<file path="config.mk">
export PLATFORM = sky130hd
export DESIGN_NAME = dp_alu
export DESIGN_NICKNAME = d
export VERILOG_FILES = /design/src/rtl/dp_alu_pkg.sv /design/src/rtl/dp_alu_arith.sv /design/src/rtl/dp_alu_logic.sv /design/src/rtl/dp_alu_ctrl.sv /design/src/rtl/dp_alu_stage.sv /design/src/rtl/dp_alu.sv
export SDC_FILE = /design/constraint.sdc
export NUM_CORES = 1
export LEC_CHECK = 0
export BUFFER_PORTS_ARGS = -buffer_cell sky130_fd_sc_hd__buf_2
export CORE_MARGIN = 10
export CORE_UTILIZATION = 30
export DETAILED_ROUTE_END_ITERATION = 8
export SLEW_MARGIN = 20
export SYNTH_ARGS = -nofsm -noshare
export SYNTH_HDL_FRONTEND = slang
export SYNTH_HIERARCHICAL = 1
export SYNTH_SLANG_ARGS = --single-unit
</file>
<file path="constraint.sdc">
create_clock -name clk -period 16.3 [get_ports clk]
set_input_delay 4.075 -clock clk [delete_from_list [all_inputs] [get_ports clk]]
set_output_delay 4.075 -clock clk [all_outputs]
set_load 0.01 [all_outputs]
</file>
<file path="src/rtl/dp_alu_pkg.sv">
package dp_alu_pkg;

    localparam int ALU_DW = 32;
    localparam int ALU_RW = 4;

    typedef enum logic [3:0] {
        OP_AND = 4'h0, OP_XOR = 4'h1, OP_SUB = 4'h2, OP_RSUB = 4'h3,
        OP_ADD = 4'h4, OP_ADDC = 4'h5, OP_SUBC = 4'h6, OP_RSUBC = 4'h7,
        OP_TAND = 4'h8, OP_TXOR = 4'h9, OP_CSUB = 4'hA, OP_CADD = 4'hB,
        OP_OR  = 4'hC, OP_MOVE = 4'hD, OP_CLR = 4'hE, OP_NOT = 4'hF
    } alu_op_e;

    typedef struct packed {
        logic n;
        logic z;
        logic c;
        logic v;
    } alu_flags_t;

    function automatic logic op_is_compare(input alu_op_e op);
        return op[3:2] == 2'b10;
    endfunction

    function automatic logic op_is_logical(input alu_op_e op);
        case (op)
            OP_AND, OP_XOR, OP_TAND, OP_TXOR, OP_OR, OP_MOVE, OP_CLR, OP_NOT:
                return 1'b1;
            default:
                return 1'b0;
        endcase
    endfunction

    function automatic logic op_is_add(input alu_op_e op);
        return (op == OP_ADD) || (op == OP_ADDC) || (op == OP_CADD);
    endfunction

    function automatic logic op_swaps(input alu_op_e op);
        return (op == OP_RSUB) || (op == OP_RSUBC);
    endfunction

    function automatic logic op_uses_carry(input alu_op_e op);
        return (op == OP_ADDC) || (op == OP_SUBC) || (op == OP_RSUBC);
    endfunction

endpackage

</file>
<file path="src/rtl/dp_alu_arith.sv">
module dp_alu_arith
    import dp_alu_pkg::*;
#(
    parameter int DW = ALU_DW
) (
    input  alu_op_e          op,
    input  logic [DW-1:0]    a,
    input  logic [DW-1:0]    b,
    input  logic             cin,
    output logic [DW-1:0]    r,
    output logic             c_out,
    output logic             v_out
);
    localparam int WW = DW + 1;

    logic [DW-1:0] x, y;
    logic          ci_eff;
    logic [WW-1:0] add_w, subt_w, diff_w;

    always_comb begin
        x      = op_swaps(op) ? b : a;
        y      = op_swaps(op) ? a : b;
        ci_eff = op_uses_carry(op) ? cin : (op_is_add(op) ? 1'b0 : 1'b1);
        add_w  = {1'b0, x} + {1'b0, y} + {{DW{1'b0}}, ci_eff};
        subt_w = {1'b0, y} + {{DW{1'b0}}, ~ci_eff};
        diff_w = {1'b0, x} - subt_w;
        if (op_is_add(op)) begin
            r     = add_w[DW-1:0];
            c_out = add_w[DW];
            v_out = ((x ^ add_w[DW-1:0]) & (y ^ add_w[DW-1:0])) >> (DW-1) != '0;
        end else begin
            r     = diff_w[DW-1:0];
            c_out = subt_w <= {1'b0, x};
            v_out = ((x ^ diff_w[DW-1:0]) & (~y ^ diff_w[DW-1:0])) >> (DW-1) != '0;
        end
    end
endmodule

</file>
<file path="src/rtl/dp_alu_logic.sv">
module dp_alu_logic
    import dp_alu_pkg::*;
#(
    parameter int DW = ALU_DW
) (
    input  alu_op_e       op,
    input  logic [DW-1:0] a,
    input  logic [DW-1:0] b,
    output logic [DW-1:0] r
);
    always_comb begin
        case (op)
            OP_AND, OP_TAND: r = a & b;
            OP_XOR, OP_TXOR: r = a ^ b;
            OP_OR:           r = a | b;
            OP_MOVE:         r = b;
            OP_CLR:          r = a & ~b;
            OP_NOT:          r = ~b;
            default:         r = '0;
        endcase
    end
endmodule

</file>
<file path="src/rtl/dp_alu_ctrl.sv">
module dp_alu_ctrl
    import dp_alu_pkg::*;
#(
    parameter int DW = ALU_DW,
    parameter int RW = ALU_RW
) (
    input  logic          valid,
    input  alu_op_e       op,
    input  logic [DW-1:0] r,
    input  logic          arith_c,
    input  logic          arith_v,
    input  logic          shift_c,
    input  alu_flags_t    fin,
    input  alu_flags_t    saved,
    input  logic          set_flags,
    input  logic [RW-1:0] dest,
    output logic          we,
    output alu_flags_t    fout,
    output logic          restore,
    output logic          refetch
);
    localparam logic [RW-1:0] PC_IDX = RW'((1 << RW) - 1);

    alu_flags_t calc;
    logic       to_pc;

    always_comb begin
        to_pc  = dest == PC_IDX;
        calc.n = r[DW-1];
        calc.z = r == '0;
        calc.c = op_is_logical(op) ? shift_c : arith_c;
        calc.v = op_is_logical(op) ? fin.v   : arith_v;

        we      = 1'b0;
        restore = 1'b0;
        refetch = 1'b0;
        fout    = fin;
        if (valid) begin
            if (op_is_compare(op)) begin
                if (to_pc) begin
                    restore = 1'b1;
                    fout    = saved;
                end else begin
                    fout = calc;
                end
            end else begin
                we      = 1'b1;
                refetch = to_pc;
                if (set_flags) begin
                    if (to_pc) begin
                        restore = 1'b1;
                        fout    = saved;
                    end else begin
                        fout = calc;
                    end
                end
            end
        end
    end
endmodule

</file>
<file path="src/rtl/dp_alu_stage.sv">
module dp_alu_stage #(
    parameter int  W      = 8,
    parameter bit  ENABLE = 1'b1
) (
    input  logic         clk,
    input  logic         rst,
    input  logic         vld_i,
    input  logic [W-1:0] dat_i,
    output logic         vld_o,
    output logic [W-1:0] dat_o
);
    generate
        if (ENABLE) begin : g_reg
            logic         vld_q;
            logic [W-1:0] dat_q;
            always_ff @(posedge clk) begin
                if (rst) begin
                    vld_q <= 1'b0;
                    dat_q <= '0;
                end else begin
                    vld_q <= vld_i;
                    dat_q <= dat_i;
                end
            end
            assign vld_o = vld_q;
            assign dat_o = dat_q;
        end else begin : g_wire
            assign vld_o = vld_i;
            assign dat_o = dat_i;
        end
    endgenerate
endmodule

</file>
<file path="src/rtl/dp_alu.sv">
module dp_alu
    import dp_alu_pkg::*;
#(
    parameter int DW      = ALU_DW,
    parameter int RW      = ALU_RW,
    parameter bit OUT_REG = 1'b1
) (
    input  logic          clk,
    input  logic          rst,
    input  logic          in_valid,
    input  logic [3:0]    op_code,
    input  logic [DW-1:0] opnd_a,
    input  logic [DW-1:0] opnd_b,
    input  logic          shift_carry,
    input  logic [3:0]    flags_in,
    input  logic          set_flags,
    input  logic [RW-1:0] dest_idx,
    input  logic [DW-1:0] saved_status,
    output logic          out_valid,
    output logic [DW-1:0] result,
    output logic          dest_we,
    output logic [3:0]    flags_out,
    output logic          status_restore,
    output logic          refetch
);
    typedef struct packed {
        logic [DW-1:0] res;
        logic          we;
        alu_flags_t    fl;
        logic          restore;
        logic          refetch;
    } alu_out_t;

    localparam int BW = $bits(alu_out_t);

    alu_op_e       op;
    logic [DW-1:0] ar_r, lg_r;
    logic          ar_c, ar_v;
    alu_flags_t    fin, saved;
    alu_out_t      nxt, cur;
    logic [BW-1:0] cur_bits;

    assign op    = alu_op_e'(op_code);
    assign fin   = alu_flags_t'(flags_in);
    assign saved = alu_flags_t'(saved_status[DW-1:DW-4]);

    dp_alu_arith #(.DW(DW)) arith_i (
        .op(op), .a(opnd_a), .b(opnd_b), .cin(fin.c),
        .r(ar_r), .c_out(ar_c), .v_out(ar_v)
    );

    dp_alu_logic #(.DW(DW)) logic_i (
        .op(op), .a(opnd_a), .b(opnd_b), .r(lg_r)
    );

    assign nxt.res = op_is_logical(op) ? lg_r : ar_r;

    dp_alu_ctrl #(.DW(DW), .RW(RW)) ctrl_i (
        .valid(in_valid), .op(op), .r(nxt.res), .arith_c(ar_c), .arith_v(ar_v),
        .shift_c(shift_carry), .fin(fin), .saved(saved), .set_flags(set_flags),
        .dest(dest_idx), .we(nxt.we), .fout(nxt.fl), .restore(nxt.restore),
        .refetch(nxt.refetch)
    );

    dp_alu_stage #(.W(BW), .ENABLE(OUT_REG)) stage_i (
        .clk(clk), .rst(rst), .vld_i(in_valid), .dat_i(nxt),
        .vld_o(out_valid), .dat_o(cur_bits)
    );

    assign cur            = alu_out_t'(cur_bits);
    assign result         = cur.res;
    assign dest_we        = cur.we;
    assign flags_out      = cur.fl;
    assign status_restore = cur.restore;
    assign refetch        = cur.refetch;

    AST_REFETCH_WRITES: assert property (@(posedge clk) disable iff (rst)
        refetch |-> dest_we && out_valid);

    AST_IDLE_QUIET: assert property (@(posedge clk) disable iff (rst)
        !out_valid |-> !dest_we && !refetch && !status_restore);

    generate
        if (OUT_REG) begin : g_chk
            AST_CMP_NO_WRITE: assert property (@(posedge clk) disable iff (rst)
                out_valid && $past(op_code[3:2] == 2'b10) |-> !dest_we && !refetch);

            AST_RESTORE_SAVED: assert property (@(posedge clk) disable iff (rst)
                out_valid && status_restore |-> flags_out == $past(saved_status[DW-1:DW-4]));

            AST_HOLD_FLAGS: assert property (@(posedge clk) disable iff (rst)
                out_valid && !$past(set_flags) && $past(op_code[3:2] != 2'b10)
                |-> flags_out == $past(flags_in));
        end
    endgenerate
endmodule

</file>
==> run metrics <==
status finished clean; share of post-route cells with drive strength above 1 0.204; Filler cells 3726; Psw 277 uW; crit-path max FO 49; TritonCTS Buffers 5; Int Power 363 uW; RSZ-0062 raised after global routing false; most frequent cells in the layout nand2_1 (183), inv_1 (136), ha_1 (128); Hold Fails Final Rpt 0; Worst Tran Pin Value 0.991 ns; Post-synth top flop dfxtp_1; Max stage delay on crit path 0.62 ns; distinct cell type count after synthesis 79; largest net degree at the start of global routing 50; Post-Route WL 34000 um; Via Count 10051; Crit. End Element register; most common cell after layout, fill and taps aside nand2_1; kind of critical path in -> reg; LEAKAGE 5.46 nW; DRC 0; Yosys warnings 6; Tcrit/Tclk final 0.665; Period minus WS final 10.84 ns; post-CTS setup buffers 0; Top Layer Used met5; relative slew slack 0.338; VDD IR max 0.0000722 V; cell family with most CP delay simple AND/OR/NAND/NOR gates; Total Nets Final 1701; Clock transition at path regs 0.06 ns; total I/O pin count 153; cell taking the most area after synthesis ha_1; drt first-iter violations 602; met3 routed WL 2170 um; H-tree depth 2; area of the die 42600 um^2; Synth-to-Final Area Change 10.7%; register area share after synthesis 0.0768; Crit path arrival time 11.05 ns; CTS max path bufs 2; Mapped Cells 1381; Post-Route M1 WL 15100 um; total gr overflow 0; syn nets 1625; Hold WC Path Type in -> reg; TritonCTS sink count 40; MaxCap Viol Count 0; Detail Route Antenna Nets 0; logic gate share of total power 0.654; Seq cells post-synth 40; # setup viols final 0; ys async rst share 0; Pre-antenna DRT Iters 5; Worst EP required 16.51 ns; IO buf count 124; GPL Wtd Cong 0.888; GRT Total Usage 0.157; sw frac 0.433; core box area 34400 um^2; hpwl dp 26800 um; first-pass GRT wire length 54200 um; top cell type's share of synthesized area 0.154; Die W 206 um; crit path launch type primary input; FMAX 92.2 MHz; post-CTS resize count 0; dpl cells 1905; drt via density 5.24; power share of the clock group 0.170; Worst path slowest cell buf_2; WL met2 15800 um; Initial Utilization 0.303; most frequent CP cell nand2_1; DIE HEIGHT 206 um; sequential share of power 0.176; Row Count 68; Synth area leaders ha_1 (15%), dfxtp_1 (7.7%), nand2_1 (6.6%), mux2i_1 (6.2%), inv_1 (4.9%); Wirelength per Cell 17.7 um; CTS root buffer clkbuf_16; antenna violations before repair 10; Bufs and invs on worst path 2; Post-synth EDFFs 0; Max Slew Vio Count 0; Mean Syn Cell Area 7.55 um^2; Layout Cells excl Fill 1918; setup TNS 0 ns; hold buffers post-CTS 0; Mapped Area 10400 um^2; pwr/cell area 55.5 nW/um^2; CTS tree built; vias in the first global route 9911
-- layout make-up --
type	count	area [um^2]	share of cell area
clock buffers	5	125	0.0108
multi-input cells	1140	8780	0.761
inverters	137	514	0.0446
diodes	5	12.5	0.00108
repair buffers	133	688	0.0596
well taps	455	569	0.0493
flip-flops and latches	40	801	0.0694
clock inverters	3	42.5	0.00369
-- per-stage QoR --
| step | cell area, um^2 | worst slack, ns | hold WS [ns] | total power [mW] | util |
|---|---|---|---|---|---|
| CTS | 11500 | 5.39 | 4.06 | 0.644 | 0.335 |
| global placement | 11400 | 5.19 | 4.34 | 0.524 | 0.330 |
| floorplan | 10400 | 6.08 | 4.20 | 0.416 | - |
| global route | 11500 | 4.90 | 4.08 | 0.692 | 0.336 |
| finish | 11500 | 5.46 | 4.07 | 0.640 | 0.336 |
| detailed placement | 11400 | 5.12 | 4.35 | 0.532 | 0.330 |
-- per-layer routing --
| layer | track usage | vias to the layer above |
|---|---|---|
| li1 | - | 4983 |
| met2 | 0.263 | 258 |
| met1 | 0.202 | 4738 |
| met3 | 0.0232 | 60 |
| met4 | 0.0506 | 12 |
| met5 | 0 | - |
-- power by group through the flow --
stage          combinational (mW)  clock (mW)  sequential (mW)
5_1_grt                     0.464       0.115            0.114
2_1_floorplan               0.294           0            0.121
4_1_cts                     0.419       0.111            0.113
3_5_place_dp                0.417           0            0.115
6_report                    0.419       0.109            0.112
3_3_place_gp                0.410           0            0.115
-- path summary, 6_finish.rpt --
check | startpoint | end | slack [ns] | cells after the start
worst min-delay path | in_valid | stage_i/vld_o | 4.07 | 2
worst max-delay path | op_code[0] | stage_i/dat_o[4] | 5.46 | 30
-- logic make-up after synthesis --
| group | Yosys count | share of synthesized area |
|---|---|---|
| simple gates | 479 | 0.234 |
| compound gates | 333 | 0.253 |
| buf+inv | 201 | 0.0833 |
| fa+ha+maj | 131 | 0.159 |
| mux | 101 | 0.113 |
| xor+xnor | 96 | 0.0807 |
| flops | 40 | 0.0768 |
-- synthesized netlist by cell type (7+ instances only) --
cell type / instances
nor2b_1: 21
o21a_1: 10
nor3_1: 11
a22oi_2: 30
or2_2: 7
a21o_1: 33
nand3_1: 33
nor2_1: 74
o22a_1: 32
o21ai_0: 45
mux2_4: 30
inv_1: 136
o31ai_1: 8
o221ai_2: 30
a31oi_1: 15
clkbuf_1: 32
nand4_1: 13
and3_1: 12
xnor2_1: 48
nand2_1: 184
ha_1: 128
xor2_1: 48
nor2b_2: 30
buf_2: 13
a211oi_1: 7
o21ai_1: 9
o21bai_1: 9
a21oi_1: 73
and2_1: 9
mux2i_1: 65
nand2b_1: 50
dfxtp_1: 40
buf_6: 11
-- sequential cells by signal, indices dropped and copies added (netlist names) --
| signal | flops |
|---|---|
| stage_i/vld_o | 1 |
| stage_i/dat_o | 39 |
No activity file was read; power rests on OpenSTA's default activity.
